<file path="src/rtl/cardrd_pkg.sv">
package cardrd_pkg;
    localparam int COL_W  = 12;
    localparam int CODE_W = 6;
    localparam int DEV_W  = 6;
    localparam int WORD_W = 12;

    localparam logic [2:0]       IOT_OPC   = 3'o6;
    localparam logic [DEV_W-1:0] DEV_CTRL  = 6'o70;
    localparam logic [DEV_W-1:0] DEV_DATA  = 6'o74;

    typedef enum logic {
        FMT_ALPHA = 1'b0,
        FMT_BIN   = 1'b1
    } fmt_e;

    typedef struct packed {
        logic skip_rdy;
        logic skip_dat;
        logic rd;
        logic sel;
        fmt_e sel_fmt;
    } iot_cmd_t;

    typedef struct packed {
        logic [COL_W-1:0]  bits;
        logic [CODE_W-1:0] code;
    } column_t;

    function automatic logic is_iot(input logic [WORD_W-1:0] w);
        return w[WORD_W-1 -: 3] == IOT_OPC;
    endfunction

    function automatic logic [DEV_W-1:0] dev_of(input logic [WORD_W-1:0] w);
        return w[WORD_W-4 -: DEV_W];
    endfunction
endpackage

</file>
<file path="src/rtl/cardrd_decode.sv">
module cardrd_decode
    import cardrd_pkg::*;
(
    input  logic [WORD_W-1:0] mb,
    input  logic              iop1,
    input  logic              iop2,
    input  logic              iop4,
    output iot_cmd_t          cmd
);
    logic hit_ctrl;
    logic hit_data;

    always_comb begin
        hit_ctrl     = is_iot(mb) && (dev_of(mb) == DEV_CTRL);
        hit_data     = is_iot(mb) && (dev_of(mb) == DEV_DATA);
        cmd.skip_rdy = iop1 && hit_ctrl;
        cmd.skip_dat = iop1 && hit_data;
        cmd.rd       = iop2 && (hit_ctrl || hit_data);
        cmd.sel      = iop4 && (hit_ctrl || hit_data);
        cmd.sel_fmt  = hit_data ? FMT_BIN : FMT_ALPHA;
    end
endmodule

</file>
<file path="src/rtl/cardrd_flags.sv">
module cardrd_flags
    import cardrd_pkg::*;
#(
    parameter int WINDOW_CYC = 300
) (
    input  logic     clk,
    input  logic     rst,
    input  iot_cmd_t cmd,
    input  logic     col_stb,
    input  logic     card_end,
    output logic     rdy_flag,
    output logic     dat_flag,
    output fmt_e     fmt,
    output logic     feed_req,
    output logic     overrun,
    output logic     missed
);
    localparam int CNT_W = (WINDOW_CYC > 1) ? $clog2(WINDOW_CYC) : 1;
    localparam logic [CNT_W-1:0] CNT_LAST = CNT_W'(WINDOW_CYC - 1);

    logic [CNT_W-1:0] win_cnt;
    logic             win_end;

    assign win_end = dat_flag && (win_cnt == CNT_LAST) && !cmd.rd && !col_stb;

    always_ff @(posedge clk) begin
        if (rst) begin
            rdy_flag <= 1'b0;
            fmt      <= FMT_ALPHA;
            feed_req <= 1'b0;
        end else begin
            feed_req <= cmd.sel;
            if (cmd.sel) begin
                rdy_flag <= 1'b0;
                fmt      <= cmd.sel_fmt;
            end else if (card_end) begin
                rdy_flag <= 1'b1;
            end
        end
    end

    always_ff @(posedge clk) begin
        if (rst) begin
            dat_flag <= 1'b0;
            win_cnt  <= '0;
        end else begin
            if (col_stb) begin
                dat_flag <= 1'b1;
                win_cnt  <= '0;
            end else if (cmd.rd) begin
                dat_flag <= 1'b0;
                win_cnt  <= '0;
            end else if (dat_flag && win_cnt != CNT_LAST) begin
                win_cnt  <= win_cnt + 1'b1;
            end
        end
    end

    always_ff @(posedge clk) begin
        if (rst) begin
            overrun <= 1'b0;
            missed  <= 1'b0;
        end else begin
            if (col_stb && dat_flag && !cmd.rd && !cmd.sel)
                overrun <= 1'b1;
            else if (cmd.sel)
                overrun <= 1'b0;
            if (win_end && !cmd.sel)
                missed <= 1'b1;
            else if (cmd.sel)
                missed <= 1'b0;
        end
    end
endmodule

</file>
<file path="src/rtl/cardrd_colpath.sv">
module cardrd_colpath
    import cardrd_pkg::*;
(
    input  logic              clk,
    input  logic              rst,
    input  logic              col_stb,
    input  column_t           col_in,
    input  logic              rd,
    input  fmt_e              fmt,
    output logic [WORD_W-1:0] ac
);
    column_t col_q;

    always_ff @(posedge clk) begin
        if (rst)
            col_q <= '0;
        else if (col_stb)
            col_q <= col_in;
    end

    always_comb begin
        ac = '0;
        if (rd) begin
            if (fmt == FMT_BIN)
                ac = col_q.bits;
            else
                ac = {{(WORD_W-CODE_W){1'b0}}, col_q.code};
        end
    end
endmodule

</file>
<file path="src/rtl/cardrd_iot_if.sv">
module cardrd_iot_if
    import cardrd_pkg::*;
#(
    parameter int WINDOW_CYC = 300
) (
    input  logic              clk,
    input  logic              rst,
    input  logic [WORD_W-1:0] mb_i,
    input  logic              iop1_i,
    input  logic              iop2_i,
    input  logic              iop4_i,
    input  logic              card_present_i,
    input  logic              rdr_power_i,
    input  logic              col_stb_i,
    input  logic [COL_W-1:0]  col_bits_i,
    input  logic [CODE_W-1:0] col_code_i,
    input  logic              card_end_i,
    output logic [WORD_W-1:0] ac_o,
    output logic              skip_o,
    output logic              int_req_o,
    output logic              feed_req_o,
    output logic              overrun_o,
    output logic              missed_o
);
    iot_cmd_t cmd;
    column_t  col_in;
    fmt_e     fmt;
    logic     rdy_flag;
    logic     dat_flag;

    assign col_in.bits = col_bits_i;
    assign col_in.code = col_code_i;

    cardrd_decode u_dec (
        .mb   (mb_i),
        .iop1 (iop1_i),
        .iop2 (iop2_i),
        .iop4 (iop4_i),
        .cmd  (cmd)
    );

    cardrd_flags #(.WINDOW_CYC(WINDOW_CYC)) u_flags (
        .clk      (clk),
        .rst      (rst),
        .cmd      (cmd),
        .col_stb  (col_stb_i),
        .card_end (card_end_i),
        .rdy_flag (rdy_flag),
        .dat_flag (dat_flag),
        .fmt      (fmt),
        .feed_req (feed_req_o),
        .overrun  (overrun_o),
        .missed   (missed_o)
    );

    cardrd_colpath u_col (
        .clk     (clk),
        .rst     (rst),
        .col_stb (col_stb_i),
        .col_in  (col_in),
        .rd      (cmd.rd),
        .fmt     (fmt),
        .ac      (ac_o)
    );

    assign skip_o = (cmd.skip_rdy && rdy_flag && card_present_i && rdr_power_i)
                 || (cmd.skip_dat && dat_flag);
    assign int_req_o = dat_flag;
endmodule

</file>
<file path="config.mk">
export PLATFORM = sky130hd
export DESIGN_NAME = cardrd_iot_if
export DESIGN_NICKNAME = d
export VERILOG_FILES = /design/src/rtl/cardrd_pkg.sv /design/src/rtl/cardrd_decode.sv /design/src/rtl/cardrd_flags.sv /design/src/rtl/cardrd_colpath.sv /design/src/rtl/cardrd_iot_if.sv
export SDC_FILE = /design/constraint.sdc
export NUM_CORES = 1
export LEC_CHECK = 0
export BUFFER_PORTS_ARGS = -buffer_cell sky130_fd_sc_hd__buf_4
export CAP_MARGIN = 20
export CORE_MARGIN = 2
export CORE_UTILIZATION = 30
export DETAILED_ROUTE_END_ITERATION = 10
export PLACE_DENSITY = 0.56
export SLEW_MARGIN = 0
export SYNTH_ARGS = -nofsm -noshare
export SYNTH_HDL_FRONTEND = slang
export SYNTH_SLANG_ARGS = --single-unit
</file>
<file path="constraint.sdc">
create_clock -name clk -period 1.4 [get_ports clk]
set_input_delay 0.14 -clock clk [delete_from_list [all_inputs] [get_ports clk]]
set_output_delay 0.14 -clock clk [all_outputs]
set_load 0.05 [all_outputs]
</file>
Word-level counts from Yosys, hierarchy flattened --
Cells that the tools add are included.
Storage, ports and cells: bits of input ports 39, RAM bits 0, register bits after elaboration 33, bits in latches 0, logic and storage cells 51, memory bits (read-only) 0, memories kept 0, output and inout port bits 17
Operators by class: $mul 0, magnitude comparators 0, reduce and logical (&&, ||, !) cells 28, eq/ne operators 5, $add $sub $neg 1, shifts and indexed selects 0, mux-type cells 8, bitwise logic cells 0, div/mod/pow operators 0
Operator list (count):
- 12-bit 2-to-1 mux | 2
- 1-bit logical AND | 18
- 6-bit == test (second input constant) | 2
- 9-bit by 1-bit adder with 9-bit output (second input constant) | 1
- 9-bit == test (second input constant) | 1
- 9-bit inequality test (second input constant) | 1
- 1-bit 2-to-1 mux | 6
- 2-bit nonzero test | 3
- 3-bit == test (second input constant) | 1
- 1-bit logical NOT | 3
- 3-bit OR reduction | 1
- 1-bit logical OR | 2
- 2-bit OR reduction | 1

Logic depth before layout (Yosys ltp) --
word-level depth 9, gate-level depth with buffers 5, gate-level depth less buffers 5

Modules after synthesis --
From an unflattened synthesis, not the netlist that was laid out.
Second synthesis, totals: cells, all modules 161, area, all modules 1521.5 µm²
Modules (own cells, without submodules):
- cardrd_colpath | area an instance 795.8 µm², cells each 78, sequential area each 360.3 µm², times used 1
- cardrd_flags | area an instance 641.9 µm², cells each 68, sequential area each 300.3 µm², times used 1
- cardrd_decode | area an instance 70.1 µm², cells each 12, sequential area each 0.0 µm², times used 1
- cardrd_iot_if | area an instance 13.8 µm², cells each 3, sequential area each 0.0 µm², times used 1

Least setup slack after synthesis --
No wires, ideal clock.
path type input port to output port, from in mb_i[9], to out ac_o[0], cell stages on the path 3, path buffers 0, path slack -221 ps, required time 1260 ps, data arrival time 1481 ps, cells stage by stage nor4b_2 nand3_1 nor2_1
Between the ends: word-level cells in the longest chain between the ends 5, elaborated cells on any way between the ends 6, those cells by class eq/ne: 1; mux: 1; reduce/logical: 4
RTL lines:
- start, declared | line cardrd_iot_if.sv:8 | input logic [WORD_W-1:0] mb_i,
- 3-bit == test (*) | line cardrd_pkg.sv:30 | return w[WORD_W-1 -: 3] == IOT_OPC;
- 1-bit logical AND (on tied branches) | line cardrd_decode.sv:14, cardrd_decode.sv:15
- 1-bit logical OR (*) | line cardrd_decode.sv:18 | cmd.rd = iop2 && (hit_ctrl || hit_data);
- 1-bit logical AND (*) | line cardrd_decode.sv:18
- 12-bit 2-to-1 mux (*) | line cardrd_colpath.sv:23 | if (rd) begin
- end, declared | line cardrd_iot_if.sv:18 | output logic [WORD_W-1:0] ac_o,
Mark *: on every way between the ends. The rest lies on a longest branch, timed or not.

Worst setup path in the final report --
from reg u_flags.win_cnt[2], to reg u_flags.win_cnt[2]
Between the ends: word-level cells in the longest chain between the ends 2, elaborated cells on any way between the ends 3, those cells by class add/sub: 1; eq/ne: 1; reduce/logical: 1
RTL lines:
- start, declared | line cardrd_flags.sv:21 | logic [CNT_W-1:0] win_cnt;
- start signal, assigned | line cardrd_flags.sv:54 | win_cnt <= win_cnt + 1'b1;
- parallel branches: the longest is 2 deep, another holds 9-bit by 1-bit adder with 9-bit output
Parallel ways; which one is timed is not known. A chain may end at the register's enable or synchronous reset.

==> results.ini <==
[setup_path]
cp_top_family = simple AND/OR/NAND/NOR gates
crit_path_end_kind = register
rr_endpoint = u_flags.win_cnt[2]
worstSetupPathType = register to register
r2r_slack_ns = -0.02
crit_chain = or4b_4, o211ai_1, xor2_1, nor2_1
cp-startpoint = u_flags.win_cnt[2]
crit_fanout = 3
cp.arrival_ns = 1.59
ff2ff_path_depth = 4
slowest_stage = or4b_4
cp_num_buf_inv = 0
crit_path_end = u_flags.win_cnt[2]
startpoint_type = register
crit_required_ns = 1.57
cp.depth = 4
reg2reg_from = u_flags.win_cnt[2]
max_stage_delay_ns = 0.56

[route]
viasPerCell = 4.63
dr_wl_met2_um = 1630
met1Wirelength_um = 1610
drt_iter0_markers = 41
num_vias = 1259
firstDrtPassIters = 4
top_layer_used = met4
dr_wl_met3_um = 222
post_drt_wl_per_cell_um = 13.0
drc = 0
routed_wl_um = 3540
antenna_left = 0

[hold_path]
worstHoldStart = card_end_i
min_path_type = primary input to register

[cells_and_area]
nets = 257
final_common_cell = buf_4
area_growth_pct = 63.0
fillerInstances = 467
drive_gt1_share_pct = 46.8
n_antenna_cell = 0
layout_common_cells = buf_4 (50), nor2_1 (31), dfxtp_1 (30), mux2i_1 (20), buf_6 (10)

[synth]
syn-cell-area_um2 = 1420
synthCells = 148
ys_seq_area_share_pct = 46.6
synth_area_per_cell_um2 = 9.59
synth_top_cell_by_area = dfxtp_1
netlist.area_leader.share_pct = 46.6
ys_top_cells_by_area = dfxtp_1 (47%), mux2i_1 (18%), nor2_1 (9.8%), and3_1 (3.1%), xor2_1 (3.1%)
synth_cell_type_count = 29
ys_warn_count = 0
synth-seq-cells = 33
ys.flop_type = dfxtp_1
syn_nets = 188
async_reset_ff_share_pct = 0
synth_edf_count = 0

[power]
p_leak_nw = 1.00
p_per_area_nw_per_um2 = 922
ir_worst_vdd_mv = 0.324

[sta]
fin_skew_ns = 0.00446
setup_viol = 2
rsz0062_at_grt = yes
tightest_slew_ns = 0.285
fin_ws_ns = -0.0188
period_share_pct = 101
min_period_ns = 1.42
slew-limit-headroom_pct = 81.0
drv_slew = 0
fmaxAchievable_mhz = 705
worst_hold_slack_ns = 0.0479
final-hold-violation-count = 0

[global_route]
grt_max_degree = 23
grt_use_total_pct = 14.4
grt_overflow = 0
grt_pass1_wl_um = 5660
grt_antenna_before_repair = 0
grt_pass1_vias = 1238

[die]
start_util_pct = 30.6
die_h_um = 72.8
core_area_um2 = 4630
dieArea_um2 = 5300
io-pin-count = 56
num_rows = 25
dieWidth_um = 72.8

[cts]
clock_path_buffers = 2
cts_inserted_buffers = 5
htreeDepth = 2
clkLatencyLatePin_ns = 0.28
cts_root_buf = clkbuf_8
clk_pin_slew_ns = 0.06
cts_tree = built
cts_hold_buffers = 0
cts.sinks = 33

[run]
drv_cap = 0

[place]
place_hpwl_um = 2400
port_buffers = 52
gp_congestion = 0.721
dp_slack_ns = -0.0123

[status]
violations = setup timing
outcome = finished, violations left

==> power by group <==
part | leakage [nW] | internal (mW) | switching (mW)
Combinational | 0.674 | 0.131 | 0.0940
Clock | 0.0585 | 0.580 | 0.322
Sequential | 0.272 | 0.976 | 0.0294
Total | 1.00 | 1.69 | 0.445
==> flip-flops by register name, indices dropped and copies added, names as in the netlist <==
signal            count
u_flags.feed_req      1
u_flags.missed        1
u_flags.win_cnt       9
u_flags.fmt           1
u_col.col_q          18
u_flags.overrun       1
u_flags.rdy_flag      1
u_flags.dat_flag      1
==> synthesized netlist by cell type, types with 2 or more instances <==
master	number
mux2i_1	26
buf_2	3
clkbuf_1	3
a31oi_1	2
nor2_1	37
nor2b_1	2
a21oi_1	2
and4_1	2
nand4_1	2
dfxtp_1	33
nand2_1	2
xor2_1	5
and3_1	7
xnor2_1	3
nand3_1	5
==> kinds of logic (layout without fill, tap and decap cells) <==
group           Yosys count  in the layout  share of synthesized area (%)
simple gates             66             66                           23.8
buf+inv                   6             76                           1.85
mux                      26             26                           18.3
flops                    33             33                           46.6
fa+ha+maj                 1              1                          0.882
compound gates            8              8                           3.62
xor+xnor                  8              8                           4.94
==> layout make-up <==
type / count / area [um2] / area share, %
clock inverters: 1 / 30.0 / 1.30
well taps: 54 / 67.6 / 2.92
flip-flops and latches: 33 / 669 / 29.0
repair buffers: 68 / 626 / 27.1
multi-input cells: 109 / 833 / 36.0
clock buffers: 7 / 86.3 / 3.73
==> timing repair <==
item,in CTS,in global routing
gates resized for setup,5,37
pin swaps,2,9
buffers inserted,1,1
setup endpoints to repair,6,17
cloned,1,0
==> how the worst min path moves through the flow <==
stage	end	slack, ns	cells past startpoint
CTS	u_flags.rdy_flag	0.04	2
finish	u_flags.rdy_flag	0.05	2
detailed placement	u_flags.rdy_flag	0.34	2
global route	u_flags.rdy_flag	0.04	2
floorplan	u_col.col_q[7]	0.21	1
global placement	u_flags.rdy_flag	0.34	2
==> metal layers <==
metal  global-route usage, %  up-vias
met5                       0        -
met1                    17.9      568
li1                        -      648
met4                    7.41        0
met3                    4.97        5
met2                    21.8       38
==> through the flow <==
stage           TNS, ns  total power, mW  instances  utilization, %  cell area [um2]
2_1_floorplan    -0.696             1.12        148               -             1440
3_3_place_gp   -0.00489             1.23        261            42.9             1980
3_5_place_dp    -0.0187             1.24        261            42.9             1980
4_1_cts         -0.0172             2.15        271            46.5             2150
5_1_grt          -0.523             2.23        272            49.9             2310
6_report        -0.0350             2.13        272            49.9             2310
Note: power is estimated with default switching activity, not from simulation.
